--- src/rtl/kbc_pkg.sv ---
package kbc_pkg;

  typedef enum logic [1:0] {
    ENG_IDLE,
    ENG_RAM_ARG,
    ENG_PORT_ARG
  } eng_state_e;

  typedef enum logic [4:0] {
    OP_NONE,
    OP_RD_RAM,
    OP_WR_RAM,
    OP_PORT_NIB,
    OP_AUX_OFF,
    OP_AUX_ON,
    OP_AUX_TEST,
    OP_SELF_TEST,
    OP_KBD_TEST,
    OP_KBD_OFF,
    OP_KBD_ON,
    OP_RD_IN,
    OP_RD_OUT,
    OP_WR_OUT,
    OP_A20_OFF,
    OP_A20_ON,
    OP_PULSE
  } op_class_e;

  localparam int CFG_SYS_BIT = 2;
  localparam int CFG_KBD_BIT = 4;
  localparam int CFG_AUX_BIT = 5;
  localparam int PORT_A20_BIT = 1;

  function automatic op_class_e classify_op(input logic [7:0] op);
    op_class_e c;
    casez (op)
      8'b001?_????: c = OP_RD_RAM;
      8'b011?_????: c = OP_WR_RAM;
      8'b1001_????: c = OP_PORT_NIB;
      8'hA7:        c = OP_AUX_OFF;
      8'hA8:        c = OP_AUX_ON;
      8'hA9:        c = OP_AUX_TEST;
      8'hAA:        c = OP_SELF_TEST;
      8'hAB:        c = OP_KBD_TEST;
      8'hAD:        c = OP_KBD_OFF;
      8'hAE:        c = OP_KBD_ON;
      8'hC0:        c = OP_RD_IN;
      8'hD0:        c = OP_RD_OUT;
      8'hD1:        c = OP_WR_OUT;
      8'hDD:        c = OP_A20_OFF;
      8'hDF:        c = OP_A20_ON;
      8'b1111_????: c = OP_PULSE;
      default:      c = OP_NONE;
    endcase
    return c;
  endfunction

  // Bits whose opcode bit is 0 get pulsed low.
  function automatic logic [3:0] pulse_mask_of(input logic [7:0] op);
    return ~op[3:0];
  endfunction

  function automatic logic [7:0] selftest_code(input logic ok);
    return ok ? 8'h55 : 8'hFC;
  endfunction

  function automatic logic [7:0] status_compose(input logic last_cmd, input logic sys_flag,
                                                input logic ibf, input logic obf);
    return {4'b0000, last_cmd, sys_flag, ibf, obf};
  endfunction

endpackage

--- src/rtl/kbc_host_if.sv ---
module kbc_host_if
  import kbc_pkg::*;
(
  input  logic       clk,
  input  logic       rst_n,
  input  logic       host_wr,
  input  logic       host_rd,
  input  logic       host_sel_cmd,
  input  logic [7:0] host_wdata,
  input  logic       take,
  input  logic       ob_load,
  input  logic [7:0] ob_byte,
  input  logic       sys_flag,
  output logic       ibf,
  output logic [7:0] ib_byte,
  output logic       ib_is_cmd,
  output logic       obf,
  output logic [7:0] host_rdata
);

  logic [7:0] ob_q;

  // Input buffer: a host write wins over the engine's take in the same cycle.
  always_ff @(posedge clk) begin
    if (!rst_n) begin
      ibf       <= 1'b0;
      ib_byte   <= 8'h00;
      ib_is_cmd <= 1'b0;
    end else if (host_wr) begin
      ibf       <= 1'b1;
      ib_byte   <= host_wdata;
      ib_is_cmd <= host_sel_cmd;
    end else if (take) begin
      ibf <= 1'b0;
    end
  end

  // Output buffer: a new result wins over a host read in the same cycle.
  always_ff @(posedge clk) begin
    if (!rst_n) begin
      obf  <= 1'b0;
      ob_q <= 8'h00;
    end else if (ob_load) begin
      obf  <= 1'b1;
      ob_q <= ob_byte;
    end else if (host_rd && !host_sel_cmd) begin
      obf <= 1'b0;
    end
  end

  assign host_rdata = host_sel_cmd ? status_compose(ib_is_cmd, sys_flag, ibf, obf) : ob_q;

  AST_OBF_AFTER_LOAD: assert property (@(posedge clk) disable iff (!rst_n)
    ob_load |=> obf);
  AST_LAST_PORT_TRACKS: assert property (@(posedge clk) disable iff (!rst_n)
    host_wr |=> (ib_is_cmd == $past(host_sel_cmd)));
  AST_READ_EMPTIES: assert property (@(posedge clk) disable iff (!rst_n)
    (host_rd && !host_sel_cmd && !ob_load) |=> !obf);

endmodule

--- src/rtl/kbc_pulse_timer.sv ---
module kbc_pulse_timer #(
  parameter int PULSE_CYCLES = 300
) (
  input  logic       clk,
  input  logic       rst_n,
  input  logic       start,
  input  logic [3:0] mask_in,
  output logic       busy,
  output logic [3:0] low_mask
);

  localparam int CW = $clog2(PULSE_CYCLES + 1);

  logic [CW-1:0] cnt;
  logic [3:0]    mask_q;

  always_ff @(posedge clk) begin
    if (!rst_n) begin
      cnt    <= '0;
      mask_q <= 4'h0;
    end else if (start) begin
      cnt    <= CW'(PULSE_CYCLES);
      mask_q <= mask_in;
    end else if (cnt != '0) begin
      cnt <= cnt - 1'b1;
    end
  end

  assign busy     = (cnt != '0);
  assign low_mask = busy ? mask_q : 4'h0;

  AST_PULSE_STARTS: assert property (@(posedge clk) disable iff (!rst_n)
    start |=> busy);
  AST_PULSE_NO_RESTART: assert property (@(posedge clk) disable iff (!rst_n)
    busy |-> !start);

endmodule

--- src/rtl/kbc_cmd_core.sv ---
module kbc_cmd_core
  import kbc_pkg::*;
#(
  parameter int         RAM_DEPTH  = 32,
  parameter logic [7:0] CFG_RESET  = 8'h00,
  parameter logic [7:0] PORT_RESET = 8'h01
) (
  input  logic       clk,
  input  logic       rst_n,
  input  logic       ibf,
  input  logic [7:0] ib_byte,
  input  logic       ib_is_cmd,
  input  logic       pulse_busy,
  input  logic [7:0] in_port,
  input  logic       selftest_ok,
  input  logic [2:0] kbd_link_code,
  input  logic [2:0] aux_link_code,
  output logic       take,
  output logic       ob_load,
  output logic [7:0] ob_byte,
  output logic       pulse_start,
  output logic [3:0] pulse_mask,
  output logic [7:0] port_reg,
  output logic [7:0] cfg_byte,
  output logic       kbd_tx_valid,
  output logic [7:0] kbd_tx_data
);

  localparam int AW = $clog2(RAM_DEPTH);

  logic [7:0]  ram [RAM_DEPTH];
  eng_state_e  state;
  logic [AW-1:0] arg_addr;
  op_class_e   cls;
  logic [AW-1:0] op_addr;
  logic        take_cmd;
  logic        take_data;

  always_comb begin
    cls       = classify_op(ib_byte);
    op_addr   = ib_byte[AW-1:0];
    take      = ibf && !pulse_busy;
    take_cmd  = take && ib_is_cmd;
    take_data = take && !ib_is_cmd;
  end

  // Result selection for opcodes that answer through the output buffer.
  always_comb begin
    ob_load = 1'b0;
    ob_byte = 8'h00;
    if (take_cmd) begin
      unique case (cls)
        OP_RD_RAM:    begin ob_load = 1'b1; ob_byte = ram[op_addr]; end
        OP_SELF_TEST: begin ob_load = 1'b1; ob_byte = selftest_code(selftest_ok); end
        OP_KBD_TEST:  begin ob_load = 1'b1; ob_byte = {5'b00000, kbd_link_code}; end
        OP_AUX_TEST:  begin ob_load = 1'b1; ob_byte = {5'b00000, aux_link_code}; end
        OP_RD_IN:     begin ob_load = 1'b1; ob_byte = in_port; end
        OP_RD_OUT:    begin ob_load = 1'b1; ob_byte = port_reg; end
        default:      ;
      endcase
    end
  end

  assign pulse_start  = take_cmd && (cls == OP_PULSE);
  assign pulse_mask   = pulse_mask_of(ib_byte);
  assign kbd_tx_valid = take_data && (state == ENG_IDLE);
  assign kbd_tx_data  = ib_byte;
  assign cfg_byte     = ram[0];

  always_ff @(posedge clk) begin
    if (!rst_n) begin
      state    <= ENG_IDLE;
      arg_addr <= '0;
      port_reg <= PORT_RESET;
      for (int i = 0; i < RAM_DEPTH; i++) begin
        ram[i] <= (i == 0) ? CFG_RESET : 8'h00;
      end
    end else if (take_cmd) begin
      state <= ENG_IDLE;
      unique case (cls)
        OP_WR_RAM:   begin state <= ENG_RAM_ARG; arg_addr <= op_addr; end
        OP_WR_OUT:   state <= ENG_PORT_ARG;
        OP_PORT_NIB: port_reg[3:0] <= ib_byte[3:0];
        OP_A20_OFF:  port_reg[PORT_A20_BIT] <= 1'b0;
        OP_A20_ON:   port_reg[PORT_A20_BIT] <= 1'b1;
        OP_KBD_OFF:  ram[0][CFG_KBD_BIT] <= 1'b1;
        OP_KBD_ON:   ram[0][CFG_KBD_BIT] <= 1'b0;
        OP_AUX_OFF:  ram[0][CFG_AUX_BIT] <= 1'b1;
        OP_AUX_ON:   ram[0][CFG_AUX_BIT] <= 1'b0;
        default:     ;
      endcase
    end else if (take_data) begin
      state <= ENG_IDLE;
      unique case (state)
        ENG_RAM_ARG:  ram[arg_addr] <= ib_byte;
        ENG_PORT_ARG: port_reg <= ib_byte;
        default:      ;
      endcase
    end
  end

  AST_A20_CLEARED: assert property (@(posedge clk) disable iff (!rst_n)
    (take && ib_is_cmd && ib_byte == 8'hDD) |=> !port_reg[1]);
  AST_ARG_NOT_FORWARDED: assert property (@(posedge clk) disable iff (!rst_n)
    (take && ib_is_cmd && (ib_byte[7:5] == 3'b011 || ib_byte == 8'hD1)) |=> !kbd_tx_valid);

endmodule

--- src/rtl/kbc_cmd_engine.sv ---
module kbc_cmd_engine
  import kbc_pkg::*;
#(
  parameter int         PULSE_CYCLES = 300,
  parameter int         RAM_DEPTH    = 32,
  parameter logic [7:0] CFG_RESET    = 8'h00,
  parameter logic [7:0] PORT_RESET   = 8'h01
) (
  input  logic       clk,
  input  logic       rst_n,
  input  logic       host_wr,
  input  logic       host_rd,
  input  logic       host_sel_cmd,
  input  logic [7:0] host_wdata,
  output logic [7:0] host_rdata,
  input  logic [7:0] in_port,
  input  logic       selftest_ok,
  input  logic [2:0] kbd_link_code,
  input  logic [2:0] aux_link_code,
  output logic [7:0] sys_port,
  output logic       kbd_disabled,
  output logic       aux_disabled,
  output logic       kbd_tx_valid,
  output logic [7:0] kbd_tx_data
);

  logic       ibf, obf, ib_is_cmd, eng_take, ob_load, pulse_start, pulse_busy;
  logic [7:0] ib_byte, ob_byte, port_reg, cfg_byte;
  logic [3:0] pulse_mask, low_mask;

  kbc_host_if u_host (
    .clk(clk), .rst_n(rst_n),
    .host_wr(host_wr), .host_rd(host_rd), .host_sel_cmd(host_sel_cmd),
    .host_wdata(host_wdata),
    .take(eng_take), .ob_load(ob_load), .ob_byte(ob_byte),
    .sys_flag(cfg_byte[CFG_SYS_BIT]),
    .ibf(ibf), .ib_byte(ib_byte), .ib_is_cmd(ib_is_cmd), .obf(obf),
    .host_rdata(host_rdata)
  );

  kbc_cmd_core #(
    .RAM_DEPTH(RAM_DEPTH), .CFG_RESET(CFG_RESET), .PORT_RESET(PORT_RESET)
  ) u_core (
    .clk(clk), .rst_n(rst_n),
    .ibf(ibf), .ib_byte(ib_byte), .ib_is_cmd(ib_is_cmd),
    .pulse_busy(pulse_busy),
    .in_port(in_port), .selftest_ok(selftest_ok),
    .kbd_link_code(kbd_link_code), .aux_link_code(aux_link_code),
    .take(eng_take), .ob_load(ob_load), .ob_byte(ob_byte),
    .pulse_start(pulse_start), .pulse_mask(pulse_mask),
    .port_reg(port_reg), .cfg_byte(cfg_byte),
    .kbd_tx_valid(kbd_tx_valid), .kbd_tx_data(kbd_tx_data)
  );

  kbc_pulse_timer #(.PULSE_CYCLES(PULSE_CYCLES)) u_pulse (
    .clk(clk), .rst_n(rst_n),
    .start(pulse_start), .mask_in(pulse_mask),
    .busy(pulse_busy), .low_mask(low_mask)
  );

  assign sys_port     = port_reg & ~{4'b0000, low_mask};
  assign kbd_disabled = cfg_byte[CFG_KBD_BIT];
  assign aux_disabled = cfg_byte[CFG_AUX_BIT];

  AST_IBF_HELD_IN_PULSE: assert property (@(posedge clk) disable iff (!rst_n)
    (ibf && pulse_busy) |=> ibf);
  AST_IBF_CLEARS_FREE: assert property (@(posedge clk) disable iff (!rst_n)
    (ibf && !pulse_busy && !host_wr) |=> !ibf);
  AST_PORT_QUIET: assert property (@(posedge clk) disable iff (!rst_n)
    (!eng_take && !pulse_busy) |=> $stable(sys_port));

endmodule

--- config.mk ---
export PLATFORM = sky130hd
export DESIGN_NAME = kbc_cmd_engine
export DESIGN_NICKNAME = d
export VERILOG_FILES = /design/src/rtl/kbc_pkg.sv /design/src/rtl/kbc_host_if.sv /design/src/rtl/kbc_pulse_timer.sv /design/src/rtl/kbc_cmd_core.sv /design/src/rtl/kbc_cmd_engine.sv
export SDC_FILE = /design/constraint.sdc
export NUM_CORES = 1
export LEC_CHECK = 0
export ABC_AREA = 1
export CORE_MARGIN = 4
export CORE_UTILIZATION = 38
export DETAILED_ROUTE_END_ITERATION = 6
export GPL_TIMING_DRIVEN = 0
export PLACE_DENSITY = 0.61
export SYNTH_ARGS = -nofsm -noshare
export SYNTH_HDL_FRONTEND = slang
export SYNTH_SLANG_ARGS = --single-unit
--- constraint.sdc ---
create_clock -name clk -period 2.6 [get_ports clk]
set_input_delay 0.65 -clock clk [delete_from_list [all_inputs] [get_ports clk]]
set_output_delay 0.65 -clock clk [all_outputs]
set_load 0.05 [all_outputs]
==> summary.txt <==
Worst setup path
  • Reg2Reg Setup Slack: 0.03 ns
  • CP arrival: 1.96 ns
  • Critical path startpoint: u_pulse.cnt[0]$_SDFFE_PP0P_
  • Critical path endpoint: kbd_tx_valid
  • Setup Crit Path Kind: register to output port
  • CP Launch Type: register
  • RR Startpoint: u_pulse.cnt[0]$_SDFFE_PP0P_
  • R2R Path End: u_core.ram[17][7]$_SDFFCE_PN0P_
  • Worst EP required: 1.95 ns
  • Worst Reg-to-Reg Cells: 14
  • Critical Path End Type: output port
  • Crit-path max FO: 2

Status
  • Status: finished, violations left
  • Failing checks: setup timing

Final layout
  • Post-route design area: 17300 sq um
  • Nets@finish: 1767
  • Largest Register: u_core.ram
  • Most frequent cells in the layout: 363 x nand2_1, 303 x nor2_1, 256 x edfxtp_1
  • Post-layout util: 0.469
  • Fraction of layout instances using a drive strength above 1: 0.128
  • FILL cells: 3454
  • Inserted Diodes: 0
  • Area Overhead vs Synth: 20.9%
  • Most common cell after layout, fill and taps aside: nand2_1
  • Max reg flops: 256
  • Largest regs: u_core.ram x256, u_pulse.cnt x9

Drt
  • Initial DRT Pass Iterations: 7
  • Via density: 5.47
  • DRC violations left: 0
  • WL per Instance: 22.1 microns
  • DRT antenna net count: 0
  • Final wirelength: 50.0 mm
  • DRC violation total after the first TritonRoute iteration: 1587
  • Via count: 12400

Yosys
  • Ys async rst share: 0
  • Sequential share of the synthesized area: 0.610
  • Syn_nets: 1645
  • Yosys cell types: 35
  • Cell count after synthesis: 1616
  • Yosys warns: 0
  • Post-Synth Adder-Cell Area: 0.000875
  • Synth Area per Inst: 8.85 sq um
  • #FFs+latches synth: 308
  • Post-synthesis mux area share: 0
  • Cell area after synthesis: 14300 sq um
  • Synth Area in Simple Gates: 0.300
  • Primary FF master, synth: edfxtp_1
  • Synth Area in XOR/XNOR: 0.00306
  • Post-synth EDFFs: 256
  • Complex-gate fraction of the synthesized area: 0.0341
  • Combinational family with the most area after synthesis: simple AND/OR/NAND/NOR gates

Placed design
  • Dpl ws: -0.781 ns
  • IO Port Bufs: 53
  • Placer Congestion: 0.986
  • Post-DP Area: 15500 sq um
  • DP HPWL: 34.2 mm

Clocking
  • CTS max path bufs: 3
  • CTS sink count: 308
  • H-tree depth: 2
  • Clock-pin transition on the worst setup and hold timing paths: 0.05 ns
  • Clock root cell: clkbuf_16
  • Num CTS Buffers: 35
  • CTS tree: yes
  • Clock insertion delay at the later pin of the skew report: 0.51 ns

Die
  • Die area: 40800 sq um
  • Core ar.: 36900 sq um
  • IO Pins: 55
  • Floorplan die width: 202 microns
  • Initial core utilization: 0.388
  • Die Y: 202 microns
  • Num rows: 70

STA
  • Crit path time final: 2.61 ns
  • Final Hold Viols: 0
  • Setup ws final: -0.0129 ns
  • Crit share post-route: 1.00
  • Final setup viols: 1
  • Hold Slack: 0.465 ns
  • Final Max Slew Viols: 0
  • Clock Skew: 0.0222 ns
  • F_max: 0.383 GHz
  • RSZ-0062 raised after global routing: true
  • Slew @ Worst Pin: 1.49 ns
  • Relative slew margins: 0.00784

Power and ir drop
  • Power Density: 701 nW/um^2
  • Worst vdd ir: 0.434 mV
  • P_leak: 6.79 nW

GRT
  • Gr ovfl total: 0
  • First-pass GRT wire length: 73.3 mm
  • GRT Total Usage: 0.238
  • Initial antenna violation count: 0
  • Largest net degree at the start of global routing: 14
  • Vias in the first global route: 11900

Worst hold path
  • Hold depth: 2
  • Hold Path Class: register to register

Run
  • Maxcap violations: 0
==> through the flow <==
stage | setup TNS (ns) | total power [mW] | std cells
finish | -0.0129 | 12.1 | 2268
global route | -1.72 | 12.6 | 2268
CTS | 0 | 12.1 | 2245
detailed placement | -113.46 | 7.27 | 2173
global placement | -103.15 | 7.25 | 2173
floorplan | 0 | 6.66 | 1616
==> critical path, stage by stage (launching register included) <==
cell and delay [ns]:
dfxtp_2 0.32, inv_2 0.07, ha_4 0.13, nand2_2 0.06, inv_2 0.06, nand4_1 0.12
nor2_2 0.19, nand2_2 0.10, buf_4 0.15, nor2_4 0.11, buf_8 0.16
==> report_power, final <==
| group | leakage (nW) | internal (mW) | switching, mW |
|---|---|---|---|
| Sequential | 3.07 | 5.54 | 0.120 |
| Combinational | 3.18 | 0.521 | 1.20 |
| Clock | 0.541 | 2.82 | 1.93 |
==> cells in the mapped netlist, types with 2 or more instances <==
cell	count	area [sq um]
dfxtp_1	52	1040
nor2_2	4	25.0
nand4_1	19	119
inv_2	8	30.0
nand2_2	9	56.3
edfxtp_1	256	7690
nor2_1	305	1140
buf_4	4	30.0
nand3_1	254	1270
o211ai_1	3	22.5
nand2_1	411	1540
buf_1	9	33.8
inv_1	82	308
xnor2_1	2	17.5
clkinv_1	5	18.8
nor3_2	2	20.0
a21oi_1	44	220
nor3_4	2	32.5
nor3_1	13	65.1
o22ai_1	2	12.5
o21ai_0	30	150
o21a_1	2	15.0
a211oi_1	4	30.0
xor2_1	3	26.3
clkbuf_1	81	304
==> routing by layer <==
metal	up-vias	wire (microns)	GRT usage
met5	-	0	0
met4	0	2280	0.0984
met3	158	5130	0.0468
met2	746	22700	0.376
met1	5848	19900	0.324
li1	5646	-	-
==> timing repair <==
item | 4_1_cts | 5_1_grt
setup buffers | 9 | 23
gates resized for setup | 158 | 92
endpoints found under the hold margin | 0 | 0
cloned | 0 | 1
pin swaps | 5 | 4
endpoints found under the setup margin | 302 | 271
hold buffers | 0 | 0
==> final cells by class <==
type,count,area (sq um),area share
plain buffers,95,444,0.0257
clock buffers,51,1020,0.0589
clock inverters,12,86.3,0.00499
inverters,96,369,0.0213
multi-input cells,1116,5220,0.302
flip-flops and latches,308,8730,0.505
well taps,504,631,0.0365
repair buffers,86,792,0.0458
==> kinds of logic (layout without fill, tap and decap cells) <==
family / after synthesis / count (layout)
AOI/OAI and AO/OA: 89 / 89
xor gates and xnor gates: 5 / 5
adders and majority gates: 1 / 1
buffers and inverters: 192 / 340
DFF: 308 / 308
and+or+nand+nor: 1021 / 1021
==> worst min path at each step <==
| stage | startpoint | end | slack, ns |
|---|---|---|---|
| 2_1_floorplan | u_core.port_reg[2]$_SDFFE_PN0P_ | u_core.port_reg[2]$_SDFFE_PN0P_ | 0.43 |
| 3_3_place_gp | u_pulse.cnt[0]$_SDFFE_PP0P_ | u_pulse.cnt[0]$_SDFFE_PP0P_ | 0.45 |
| 3_5_place_dp | u_pulse.cnt[0]$_SDFFE_PP0P_ | u_pulse.cnt[0]$_SDFFE_PP0P_ | 0.46 |
| 4_1_cts | u_pulse.cnt[0]$_SDFFE_PP0P_ | u_pulse.cnt[0]$_SDFFE_PP0P_ | 0.47 |
| 5_1_grt | u_pulse.cnt[0]$_SDFFE_PP0P_ | u_pulse.cnt[0]$_SDFFE_PP0P_ | 0.49 |
| 6_report | u_pulse.cnt[0]$_SDFFE_PP0P_ | u_pulse.cnt[0]$_SDFFE_PP0P_ | 0.46 |
(Power assumes the default switching activity.)
